File: src/rtl/sup_pkg.sv
package sup_pkg;
  typedef enum logic [1:0] {
    WD_SHORT = 2'b00,
    WD_MID   = 2'b01,
    WD_LONG  = 2'b10
  } wd_sel_e;
endpackage

File: src/rtl/sup_tick_gen.sv
module sup_tick_gen #(
  parameter int CYC_PER_MS = 125000
) (
  input  logic clk,
  input  logic por_n,
  output logic tick_o
);
  generate
    if (CYC_PER_MS <= 1) begin : g_every
      assign tick_o = 1'b1;
    end else begin : g_div
      localparam int W = $clog2(CYC_PER_MS);
      localparam logic [W-1:0] LAST = W'(CYC_PER_MS - 1);
      logic [W-1:0] cnt_q;
      always_ff @(posedge clk or negedge por_n) begin
        if (!por_n)             cnt_q <= '0;
        else if (cnt_q == LAST) cnt_q <= '0;
        else                    cnt_q <= cnt_q + 1'b1;
      end
      assign tick_o = (cnt_q == LAST);
    end
  endgenerate
endmodule

File: src/rtl/sup_sync_in.sv
module sup_sync_in #(
  parameter int STAGES = 2
) (
  input  logic clk,
  input  logic por_n,
  input  logic d_i,
  output logic q_o
);
  logic [STAGES-1:0] sh_q;
  always_ff @(posedge clk or negedge por_n) begin
    if (!por_n) sh_q <= '1;
    else        sh_q <= {sh_q[STAGES-2:0], d_i};
  end
  assign q_o = sh_q[STAGES-1];
endmodule

File: src/rtl/sup_debounce.sv
module sup_debounce #(
  parameter int DEB_MS = 20
) (
  input  logic clk,
  input  logic por_n,
  input  logic tick_i,
  input  logic level_n_i,
  output logic pressed_o
);
  localparam int W = $clog2(DEB_MS + 1);
  localparam logic [W-1:0] LAST = W'(DEB_MS - 1);
  logic [W-1:0] cnt_q;
  logic         pressed_q;
  logic         differs;

  // the synchronized level disagrees with the debounced state
  assign differs = (level_n_i == pressed_q);

  always_ff @(posedge clk or negedge por_n) begin
    if (!por_n) begin
      cnt_q     <= '0;
      pressed_q <= 1'b0;
    end else if (!differs) begin
      cnt_q <= '0;
    end else if (tick_i) begin
      if (cnt_q == LAST) begin
        pressed_q <= ~pressed_q;
        cnt_q     <= '0;
      end else begin
        cnt_q <= cnt_q + 1'b1;
      end
    end
  end
  assign pressed_o = pressed_q;
endmodule

File: src/rtl/sup_watchdog.sv
module sup_watchdog
  import sup_pkg::*;
#(
  parameter int SHORT_MS = 150,
  parameter int MID_MS   = 610,
  parameter int LONG_MS  = 1200
) (
  input  logic       clk,
  input  logic       por_n,
  input  logic       tick_i,
  input  logic       strobe_n_i,
  input  logic       hold_i,
  input  logic [1:0] sel_i,
  output logic       expired_o
);
  localparam int W = $clog2(LONG_MS + 1);
  logic [W-1:0] cnt_q, last;
  logic         prev_q, fall, expired_q;

  always_comb begin
    case (wd_sel_e'(sel_i))
      WD_SHORT: last = W'(SHORT_MS - 1);
      WD_MID:   last = W'(MID_MS - 1);
      default:  last = W'(LONG_MS - 1);
    endcase
  end

  assign fall = prev_q & ~strobe_n_i;

  always_ff @(posedge clk or negedge por_n) begin
    if (!por_n) begin
      prev_q    <= 1'b1;
      cnt_q     <= '0;
      expired_q <= 1'b0;
    end else begin
      prev_q <= strobe_n_i;
      if (hold_i || fall) begin
        cnt_q     <= '0;
        expired_q <= 1'b0;
      end else if (tick_i && cnt_q == last) begin
        cnt_q     <= '0;
        expired_q <= 1'b1;
      end else begin
        if (tick_i) cnt_q <= cnt_q + 1'b1;
        expired_q <= 1'b0;
      end
    end
  end
  assign expired_o = expired_q;
endmodule

File: src/rtl/sup_stretch.sv
module sup_stretch #(
  parameter int STRETCH_MS = 250
) (
  input  logic clk,
  input  logic por_n,
  input  logic tick_i,
  input  logic cause_i,
  output logic rst_o
);
  localparam int LOAD = STRETCH_MS + 1;
  localparam int W = $clog2(LOAD + 1);
  logic [W-1:0] cnt_q, cnt_d;
  logic         rst_q;

  always_comb begin
    if (cause_i)                     cnt_d = W'(LOAD);
    else if (tick_i && cnt_q != '0)  cnt_d = cnt_q - 1'b1;
    else                             cnt_d = cnt_q;
  end

  always_ff @(posedge clk or negedge por_n) begin
    if (!por_n) begin
      cnt_q <= W'(LOAD);
      rst_q <= 1'b1;
    end else begin
      cnt_q <= cnt_d;
      rst_q <= (cnt_d != '0);
    end
  end
  assign rst_o = rst_q;
endmodule

File: src/rtl/sup_reset_ctrl.sv
module sup_reset_ctrl #(
  parameter int CYC_PER_MS  = 125000,
  parameter int SYNC_STAGES = 2,
  parameter int DEB_MS      = 20,
  parameter int STRETCH_MS  = 250,
  parameter int WD_SHORT_MS = 150,
  parameter int WD_MID_MS   = 610,
  parameter int WD_LONG_MS  = 1200
) (
  input  logic       clk,
  input  logic       por_n,
  input  logic       supply_fail_i,
  input  logic       pb_n_i,
  input  logic       strobe_n_i,
  input  logic [1:0] wd_sel_i,
  output logic       rst_o,
  output logic       rst_n_o
);
  logic tick, pb_sync, st_sync, pb_pressed, wd_expired, rst_q, cause;

  sup_tick_gen #(.CYC_PER_MS(CYC_PER_MS)) tick_i (
    .clk(clk), .por_n(por_n), .tick_o(tick));

  sup_sync_in #(.STAGES(SYNC_STAGES)) pb_sync_i (
    .clk(clk), .por_n(por_n), .d_i(pb_n_i), .q_o(pb_sync));

  sup_sync_in #(.STAGES(SYNC_STAGES)) st_sync_i (
    .clk(clk), .por_n(por_n), .d_i(strobe_n_i), .q_o(st_sync));

  sup_debounce #(.DEB_MS(DEB_MS)) deb_i (
    .clk(clk), .por_n(por_n), .tick_i(tick),
    .level_n_i(pb_sync), .pressed_o(pb_pressed));

  sup_watchdog #(.SHORT_MS(WD_SHORT_MS), .MID_MS(WD_MID_MS),
                 .LONG_MS(WD_LONG_MS)) wd_i (
    .clk(clk), .por_n(por_n), .tick_i(tick), .strobe_n_i(st_sync),
    .hold_i(rst_q), .sel_i(wd_sel_i), .expired_o(wd_expired));

  assign cause = supply_fail_i | pb_pressed | wd_expired;

  sup_stretch #(.STRETCH_MS(STRETCH_MS)) str_i (
    .clk(clk), .por_n(por_n), .tick_i(tick),
    .cause_i(cause), .rst_o(rst_q));

  assign rst_o   = rst_q;
  assign rst_n_o = ~rst_q;
endmodule

File: config.mk
export PLATFORM = sky130hd
export DESIGN_NAME = sup_reset_ctrl
export DESIGN_NICKNAME = d
export VERILOG_FILES = /design/src/rtl/sup_pkg.sv /design/src/rtl/sup_tick_gen.sv /design/src/rtl/sup_sync_in.sv /design/src/rtl/sup_debounce.sv /design/src/rtl/sup_watchdog.sv /design/src/rtl/sup_stretch.sv /design/src/rtl/sup_reset_ctrl.sv
export SDC_FILE = /design/constraint.sdc
export NUM_CORES = 1
export LEC_CHECK = 0
export BUFFER_PORTS_ARGS = -buffer_cell sky130_fd_sc_hd__buf_2
export CORE_ASPECT_RATIO = 2
export CORE_MARGIN = 2
export CORE_UTILIZATION = 30
export DETAILED_ROUTE_END_ITERATION = 10
export PLACE_DENSITY_LB_ADDON = 0.25
export RECOVER_POWER = 25
export SLEW_MARGIN = 20
export SYNTH_ARGS = -nofsm -noshare
export SYNTH_HDL_FRONTEND = slang
export SYNTH_SLANG_ARGS = --single-unit
export TNS_END_PERCENT = 20
File: constraint.sdc
create_clock -name clk -period 2.2 [get_ports clk]
set_clock_uncertainty 0.15 [all_clocks]
set_input_delay 0.33 -clock clk [delete_from_list [all_inputs] [get_ports clk]]
set_output_delay 0.33 -clock clk [all_outputs]
set_load 0.05 [all_outputs]
======== Word level (Yosys, flattened, before mapping) ========
Index checks and enable logic that the tools add are counted.
storage, ports and cells
  memory bits (read-only) ................. 0
  output and inout port bits .............. 2
  input bits .............................. 7
  memories kept ........................... 0
  logic and storage cells ................. 46
  memory bits (writable) .................. 0
  bits in latches ......................... 0
  flip-flop bits (word level) ............. 49
operators by class
  shift-type cells ........................ 0
  magnitude comparators ................... 0
  mux-type cells .......................... 12
  eq/ne operators ......................... 6
  reduce and logical (&&, ||, !) cells .... 8
  add/subtract/negate cells ............... 4
  multipliers ............................. 0
  bitwise gates (word level) .............. 6
  div/mod/pow operators ................... 0
operators with widths
  operator                 count
  $mux W11                 3
  $pmux W11 S2             1
  $add A17 B1 Y17 const B  1
  $eq A17 B17 Y1 const B   1
  $mux W17                 1
  $mux W8                  2
  $reduce_bool A8 Y1       2
  $mux W5                  3
  $add A11 B1 Y11 const B  1
  $eq A11 B11 Y1           1
  $sub A8 B1 Y8 const B    1
  $add A5 B1 Y5 const B    1
  $eq A5 B5 Y1 const B     1
  $not A1 Y1               3
  $reduce_and A3 Y1        1
  $reduce_bool A3 Y1       1
  $eq A2 B1 Y1 const B     1
  $logic_and A1 B1 Y1      2
  $logic_not A2 Y1         1
  $mux W1                  2
  $ne A2 B1 Y1 const B     1
  $or A1 B1 Y1             2
  $and A1 B1 Y1            1
  $eq A1 B1 Y1             1
  $logic_or A1 B1 Y1       1

======== Logic depth before layout (Yosys ltp) ========
Gate-level depths: netlist of run 1.
  word-level depth ........................ 6
  gate-level depth with buffers ........... 9

======== By module ========
Synthesis of run 1 repeated with hierarchy kept, for this count alone.
unflattened totals
  cell total of the unflattened synthesis .. 246
  area, all modules ....................... 2,665.1 um2
modules (own cells, without submodules)
  module          instances  area an instance (um2)  cells an instance
  sup_tick_gen    1          833.3                   76
  sup_watchdog    1          789.5                   75
  sup_stretch     1          618.1                   59
  sup_debounce    1          309.0                   30
  sup_sync_in     2          52.6                    2
  sup_reset_ctrl  1          10.0                    2

======== Worst setup path after synthesis of run 1 ========
OpenSTA, ideal clock, no wires.
  path kind ............................... register to register
  start point ............................. register str_i.rst_q, in the netlist str_i.rst_o
  end point ............................... register wd_i.cnt_q[8]
  stages on the path, launching flop included .. 7
  path slack .............................. 0.132 ns
  setup time .............................. 0.125 ns
  clock period less this slack ............ 2.068 ns
  arrival ................................. 1.793 ns
  cells stage by stage .................... dfstp_2 > inv_1 > o21ai_1 > o21ai_0 > nor2_1 > xnor2_1 > nor2_1
between the ends
  longest elaborated chain between the ends .. 2
  elaborated cells on any way between the ends .. 3
  those cells by class .................... 1 x mux; 2 x reduce/logical
ends and longest elaborated chain
  what                                                      RTL line            source
  start: declaration                                        sup_stretch.sv:13   logic rst_q;
  start signal: assignment                                  sup_stretch.sv:27   rst_q <= (cnt_d != '0);
  $logic_or A1 B1 Y1 *                                      sup_watchdog.sv:37  if (hold_i || fall) begin
  $reduce_bool A3 Y1 (no line) or $mux W11 (tied branches)  --
  end signal: assignment                                    sup_watchdog.sv:44  if (tick_i) cnt_q <= cnt_q + 1'b1;
  end: declaration                                          sup_watchdog.sv:17  logic [W-1:0] cnt_q, last;
Every way passes the cells marked *; elsewhere a longest branch is shown, timed or not.
A chain may end at the register's enable or synchronous reset.

======== Worst setup path in the final report of run 1 ========
  start point ............................. register tick_i.g_div.cnt_q[10]
  end point ............................... register deb_i.cnt_q[3]
between the ends
  longest elaborated chain between the ends .. 2
ends and longest elaborated chain
  what                      RTL line            source
  start: declaration        sup_tick_gen.sv:14  logic [W-1:0] cnt_q;
  start signal: assignment  sup_tick_gen.sv:18  else cnt_q <= cnt_q + 1'b1;
  $eq A17 B17 Y1            sup_tick_gen.sv:20  assign tick_o = (cnt_q == LAST);
  $ne A2 B1 Y1 (no line)    --
  end signal: assignment    sup_debounce.sv:30  cnt_q <= cnt_q + 1'b1;
  end: declaration          sup_debounce.sv:12  logic [W-1:0] cnt_q;
No other way between the ends.

==> results of run 1 <==
==> tightest hold or removal path: cells and delay by family <==
family,cells,cell delay (ns)
buffers and inverters,1,0.09
AND/OR/NAND/NOR,2,0.17
==> layer usage <==
metal	part of all wire (%)	vias up	global-route usage, %
li1	-	886	-
met1	37	899	13.0
met2	57	23	22.7
met3	2.6	10	2.82
met4	2.9	0	6.56
met5	0	-	0
==> cell families after synthesis <==
logic type	synth area share (%)
flops	50.5
buf+inv	1.83
compound gates	5.34
simple gates	27.7
fa+ha+maj	2.54
xor+xnor	12.1
==> worst paths after layout <==
kind                                    endpoint                   start  depth (start not counted)  slack (ns)
max reg2reg                       deb_i.cnt_q[3]  tick_i.g_div.cnt_q[10]                          7        0.15
min in group asynchronous  tick_i.g_div.cnt_q[5]                   por_n                          3        0.54
min                               str_i.cnt_q[2]           supply_fail_i                          3        0.18
max                               deb_i.cnt_q[3]  tick_i.g_div.cnt_q[10]                          7        0.15
max in group asynchronous         deb_i.cnt_q[4]                   por_n                          3        0.95
min reg2reg                    pb_sync_i.sh_q[1]       pb_sync_i.sh_q[0]                          0        0.21
==> registers in the layout (all words and copies together) (netlist names) <==
name / count
tick_i.g_div.cnt_q: 17
wd_i.cnt_q: 11
str_i.cnt_q: 8
deb_i.cnt_q: 5
pb_sync_i.sh_q: 2
st_sync_i.sh_q: 2
deb_i.pressed_o: 1
str_i.rst_o: 1
wd_i.expired_o: 1
wd_i.prev_q: 1
==> repair_timing <==
action / in CTS / in global routing
setup endpoints to repair: 0 / 12
setup buffers: 0 / 6
resized for setup: 0 / 5
endpoints found under the hold margin: 38 / 0
hold buffers: 3 / 0
==> power by group <==
group          switching, mW  internal [mW]
combinational         0.0265         0.0126
sequential           0.00195          0.910
clock                  0.331          0.452
==> cell usage after synthesis (all sizes together) <==
cell type,n
a21boi,1
dfrtp,36
and2,2
nor4b,4
o211ai,1
nand3,14
and4,2
xnor2,15
nand2b,6
nor2b,1
and3b,1
buf,3
or3,3
nand4b,1
a21oi,9
o21ai,9
nand2,27
or4bb,1
and3,10
xor2,19
and4b,2
o41ai,1
ha,5
nor3b,2
nor3,7
nor4,1
nor4bb,1
nand4,5
inv,4
nor2,30
dfstp,13
o2111ai,2
==> metrics by stage <==
stage          area [um^2]  hold WS [ns]
3_5_place_dp          2700         0.197
4_1_cts               2890         0.181
6_report              2960         0.185
3_3_place_gp          2700         0.196
5_1_grt               2960         0.207
2_1_floorplan         2460        -0.116
==> final cells by class <==
| cell class | count | share of cell area [%] |
|---|---|---|
| multi-input cells | 182 | 40.4 |
| well taps | 96 | 4.06 |
| inverters | 4 | 0.507 |
| clock inverters | 2 | 0.465 |
| flip-flops and latches | 49 | 42.0 |
| clock buffers | 6 | 4.69 |
| repair buffers | 32 | 7.91 |
==> run_results.csv, run 1 <==
group,metric,value,unit
pwr,power,1.73,mW
finish,multi_input_area,1190,um^2
finish,finalNonFillerCells,371,
clocking,clk_latency,0.29,ns
setup_path,end_kind,"register",
clocking,cts_tree,"yes",
flow_run,cap_violations,0,
sta,setup_tns,0,ns
finish,drive_gt1_share,24.0,%
floorplan,dieArea,8980,um^2
pwr,powerDensity,586,nW/um^2
floorplan,rows,46,
route,wirelength,5110,um
logic_synthesis,synth_nets,250,
logic_synthesis,synth_area_leaders,"dfrtp_1, dfstp_2, xor2_1, xnor2_1, nor2_1",
finish,fin_nets,286,
floorplan,chipWidth,68.0,um
logic_synthesis,yosysSeqAreaShare,50.5,%
logic_synthesis,ys_types,43,
finish,antenna_cells,0,
setup_path,critPathMaxStageDelay,0.44,ns
logic_synthesis,synth.top_cell.area_share,36.6,%
setup_path,cp_cell_sequence,"nor4b_4 > and4_4 > buf_4 > nand2_2 > or3_4 > nand2b_2 > nor2_1",
worst_hold_path,hold_path_class,"primary input to register",
floorplan,io_pins,9,
global_route,grt_start_max_net_pins,26,
finish,layout_common_cells,"dfrtp_1, nor2_1, nand2_1",
sta,setup_violations,0,
setup_path,criticalPathCategory,"register to register",
logic_synthesis,synth_area_per_cell,10.3,um^2
finish,seq_area,1240,um^2
finish,fill_cells,797,
route,ant_nets,0,
route,drt_drc_violations_left,0,
setup_path,crit_buf_inv,1,
sta,fmax,488,MHz
clocking,clk_path_buf_depth,2,
setup_path,slowest_stage,"dfrtp_1",
sta,period_share,93.2,%
placed_design,dp_hpwl,3840,um
clocking,numCtsBuffers,5,
route,viasPerCell,4.90,
pwr,irDropWorstVdd,0.317,mV
setup_path,required,2.23,ns
outcome,outcome,"completed",
pwr,leakagePower,1.27,nW
logic_synthesis,synth-seq-cells,49,
setup_path,cp_max_fo,7,
sta,hold_viol_final,0,
route,vias,1818,
route,wl_per_cell,13.8,um
floorplan,die_h,132,um
setup_path,cp_top_family,"simple AND/OR/NAND/NOR gates",
route,drt_iter0_markers,93,
logic_synthesis,syn_area,2460,um^2
clocking,root_buffer,"clkbuf_16",
sta,fin_crit,2.05,ns
clocking,htreeDepth,2,
global_route,grt_pass1_vias,1871,
clocking,path_clk_slew,0.07,ns
placed_design,gp_congestion,0.791,
setup_path,cp-start-kind,"register",
finish,post-route-util,37.3,%
route,firstDrtPassIters,4,
global_route,grt.total_usage,12.7,%
sta,rsz0062_at_grt,"false",
global_route,antenna_found_initial,0,
floorplan,floorplan.initialDensity,31.0,%
global_route,grt_pass1_wl,8690,um
finish,area_growth,20.3,%
finish,final_common_cell,"dfrtp_1",
setup_path,arrival,2.08,ns
floorplan,fp.coreArea,7940,um^2
global_route,grt_remaining_overflow,0,
sta,relSlewSlack,58.9,%
placed_design,io_buffers,8,
sta,slew_violations,0,
placed_design,dp_slack,0.0250,ns
clocking,cts_sinks,49,
logic_synthesis,yosys_warnings,0,
sta,final.setup.worst_slack,0.150,ns
sta,tightest_slew,0.617,ns
logic_synthesis,syn_inst,238,
logic_synthesis,yosysTopAreaCell,"dfrtp_1",
placed_design,dp_cells,354,
Note: power is estimated with default switching activity, not from simulation.
==> inputs of run 2 (changes only) <==
--- a/config.mk
+++ b/config.mk
@@ -5,7 +5,7 @@
 export SDC_FILE = /design/constraint.sdc
 export NUM_CORES = 1
 export LEC_CHECK = 0
-export BUFFER_PORTS_ARGS = -buffer_cell sky130_fd_sc_hd__buf_2
+export BUFFER_PORTS_ARGS = -buffer_cell sky130_fd_sc_hd__clkbuf_2
 export CORE_ASPECT_RATIO = 2
 export CORE_MARGIN = 2
 export CORE_UTILIZATION = 30
==> run 2 against run 1 <==
  * Register-to-register slack about the same
  * First-iteration DRC count decreased by 29%
  * Global-route usage increased by 0.22 points
  * Critical endpoint is now deb_i.cnt_q[0]
  * Combinational power increased by 2%
  * Routed wire length decreased by 0.76%
  * Maximum frequency decreased by 0.14%
  * Via count decreased by 2.4%
  * Critical path type unchanged
  * Utilization decreased by 0.68 points
  * Highest routed layer unchanged
  * Worst hold slack improved by 0.024 ns
==> run_results.csv, run 2 (same netlist as run 1, synthesis figures left out) <==
group,metric,value,unit
sta,fmax,487,MHz
sta,fin_crit,2.05,ns
route,wirelength,5070,um
floorplan,die_h,132,um
placed_design,dp_hpwl,3820,um
setup_path,cp-start-kind,"register",
finish,reg_top3,"tick_i.g_div.cnt_q: 17 flops, wd_i.cnt_q: 11 flops, str_i.cnt_q: 8 flops",
setup_path,critPathMaxStageDelay,0.38,ns
clocking,htreeDepth,2,
route,vias,1774,
flow_run,cap_violations,0,
setup_path,cp_top_family,"simple AND/OR/NAND/NOR gates",
global_route,grt_remaining_overflow,0,
clocking,post_cts_buffers,0,
setup_path,criticalPathCategory,"register to register",
floorplan,fp.coreArea,7940,um^2
finish,area_growth,18.1,%
setup_path,cp_cell_sequence,"ha_1 > nor4b_4 > and4_4 > buf_12 > nand2_4 > or3_4 > nand2b_2 > nor2_1",
floorplan,dieArea,8980,um^2
floorplan,io_pins,9,
placed_design,dp_cells,353,
global_route,grt_pass1_vias,1874,
finish,antenna_cells,0,
sta,hold_viol_final,0,
pwr,powerDensity,591,nW/um^2
placed_design,placed_cell_area,2730,um^2
route,viasPerCell,4.87,
clocking,root_buffer,"clkbuf_16",
global_route,grt.total_usage,12.9,%
floorplan,chipWidth,68.0,um
finish,finalNonFillerCells,364,
finish,final_common_cell,"dfrtp_1",
sta,hold-worst-slack,0.208,ns
placed_design,io_buffers,8,
floorplan,rows,46,
global_route,grt_start_max_net_pins,35,
global_route,antenna_found_initial,0,
clocking,clk_path_buf_depth,2,
route,drt_iter0_markers,66,
setup_path,r2r_setup_slack,0.15,ns
finish,drive_gt1_share,20.5,%
route,ant_nets,0,
setup_path,arrival,2.08,ns
pwr,irDropWorstVdd,0.295,mV
clocking,cts_sinks,49,
pwr,leakagePower,1.25,nW
sta,relSlewSlack,39.1,%
clocking,path_clk_slew,0.06,ns
finish,largest_register_ffs,17,
sta,period_share,93.3,%
setup_path,cp_max_fo,16,
clocking,numCtsBuffers,5,
setup_path,end_kind,"register",
route,drt_drc_violations_left,0,
setup_path,crit_buf_inv,1,
finish,fin_nets,279,
floorplan,floorplan.initialDensity,31.0,%
outcome,outcome,"completed",
setup_path,slowest_stage,"dfrtp_1",
worst_hold_path,hold_path_class,"register to register",
global_route,grt_pass1_wl,8710,um
clocking,cts_tree,"yes",
setup_path,required,2.23,ns
route,firstDrtPassIters,4,
route,wl_per_cell,13.9,um
finish,largest-register,"tick_i.g_div.cnt_q",
finish,layout_common_cells,"dfrtp_1, nor2_1, nand2_1",
sta,slew_violations,0,
finish,design_area,2910,um^2
sta,setup_violations,0,
placed_design,gp_congestion,0.770,
sta,tightest_slew,0.913,ns
clocking,clk_latency,0.29,ns
## run 2: changes by cell type in the layout (fill, tap and decap cells not counted), moves of 2 or more
cell / change
buf_2: -7
buf_4: -8
clkbuf_2: +5
clkbuf_4: +2
## run 2: power by group
| group | switching [mW] | total [mW] | internal, mW |
|---|---|---|---|
| registers | 0.00228 | 0.912 | 0.909 |
| logic | 0.0272 | 0.0396 | 0.0125 |
| clock network | 0.340 | 0.765 | 0.424 |
| total | 0.370 | 1.72 | 1.35 |
## run 2: stage by stage
stage / power [mW] / setup slack, ns / util [%] / setup TNS, ns
6_report: 1.72 / 0.147 / 36.6 / 0
5_1_grt: 1.78 / -0.000542 / 36.6 / -0.000542
4_1_cts: 1.74 / 0.0777 / 36.6 / 0
3_5_place_dp: 0.969 / 0.0874 / 34.4 / 0
3_3_place_gp: 0.969 / 0.123 / 34.4 / 0
2_1_floorplan: 0.934 / 0.132 / - / 0
## run 2: final timing paths
kind                                       start               endpoint  cells past startpoint
min in group asynchronous                  por_n  tick_i.g_div.cnt_q[4]                      2
max in group asynchronous                  por_n      pb_sync_i.sh_q[1]                      3
setup / recovery           tick_i.g_div.cnt_q[0]         deb_i.cnt_q[0]                      8
hold reg to reg                pb_sync_i.sh_q[0]      pb_sync_i.sh_q[1]                      0
setup reg to reg           tick_i.g_div.cnt_q[0]         deb_i.cnt_q[0]                      8
hold / removal                 pb_sync_i.sh_q[0]      pb_sync_i.sh_q[1]                      0
## run 2: cell type report
cell class                 count  area (um^2)
multi-input combinational    182         1190
fill                         809         5040
inverter                       4         15.0
sequential                    49         1240
clock buffer                   6          129
clock inverter                 2         13.8
tap                           96          120
timing repair buffer          25          199
## run 2: metal layers
metal  GRT usage, %  up-vias  share of wire [%]
met1           12.8      870                 38
li1               -      877                  -
met4           5.56        0                2.0
met2           23.9       21                 58
met3           2.99        6                2.6
met5              0        -                  0
## run 2: repair_timing
action                                  in CTS  in global routing
hold endpoints to repair                    17                  0
resized for setup                            0                  6
hold buffers                                 3                  0
endpoints found under the setup margin       0                 12
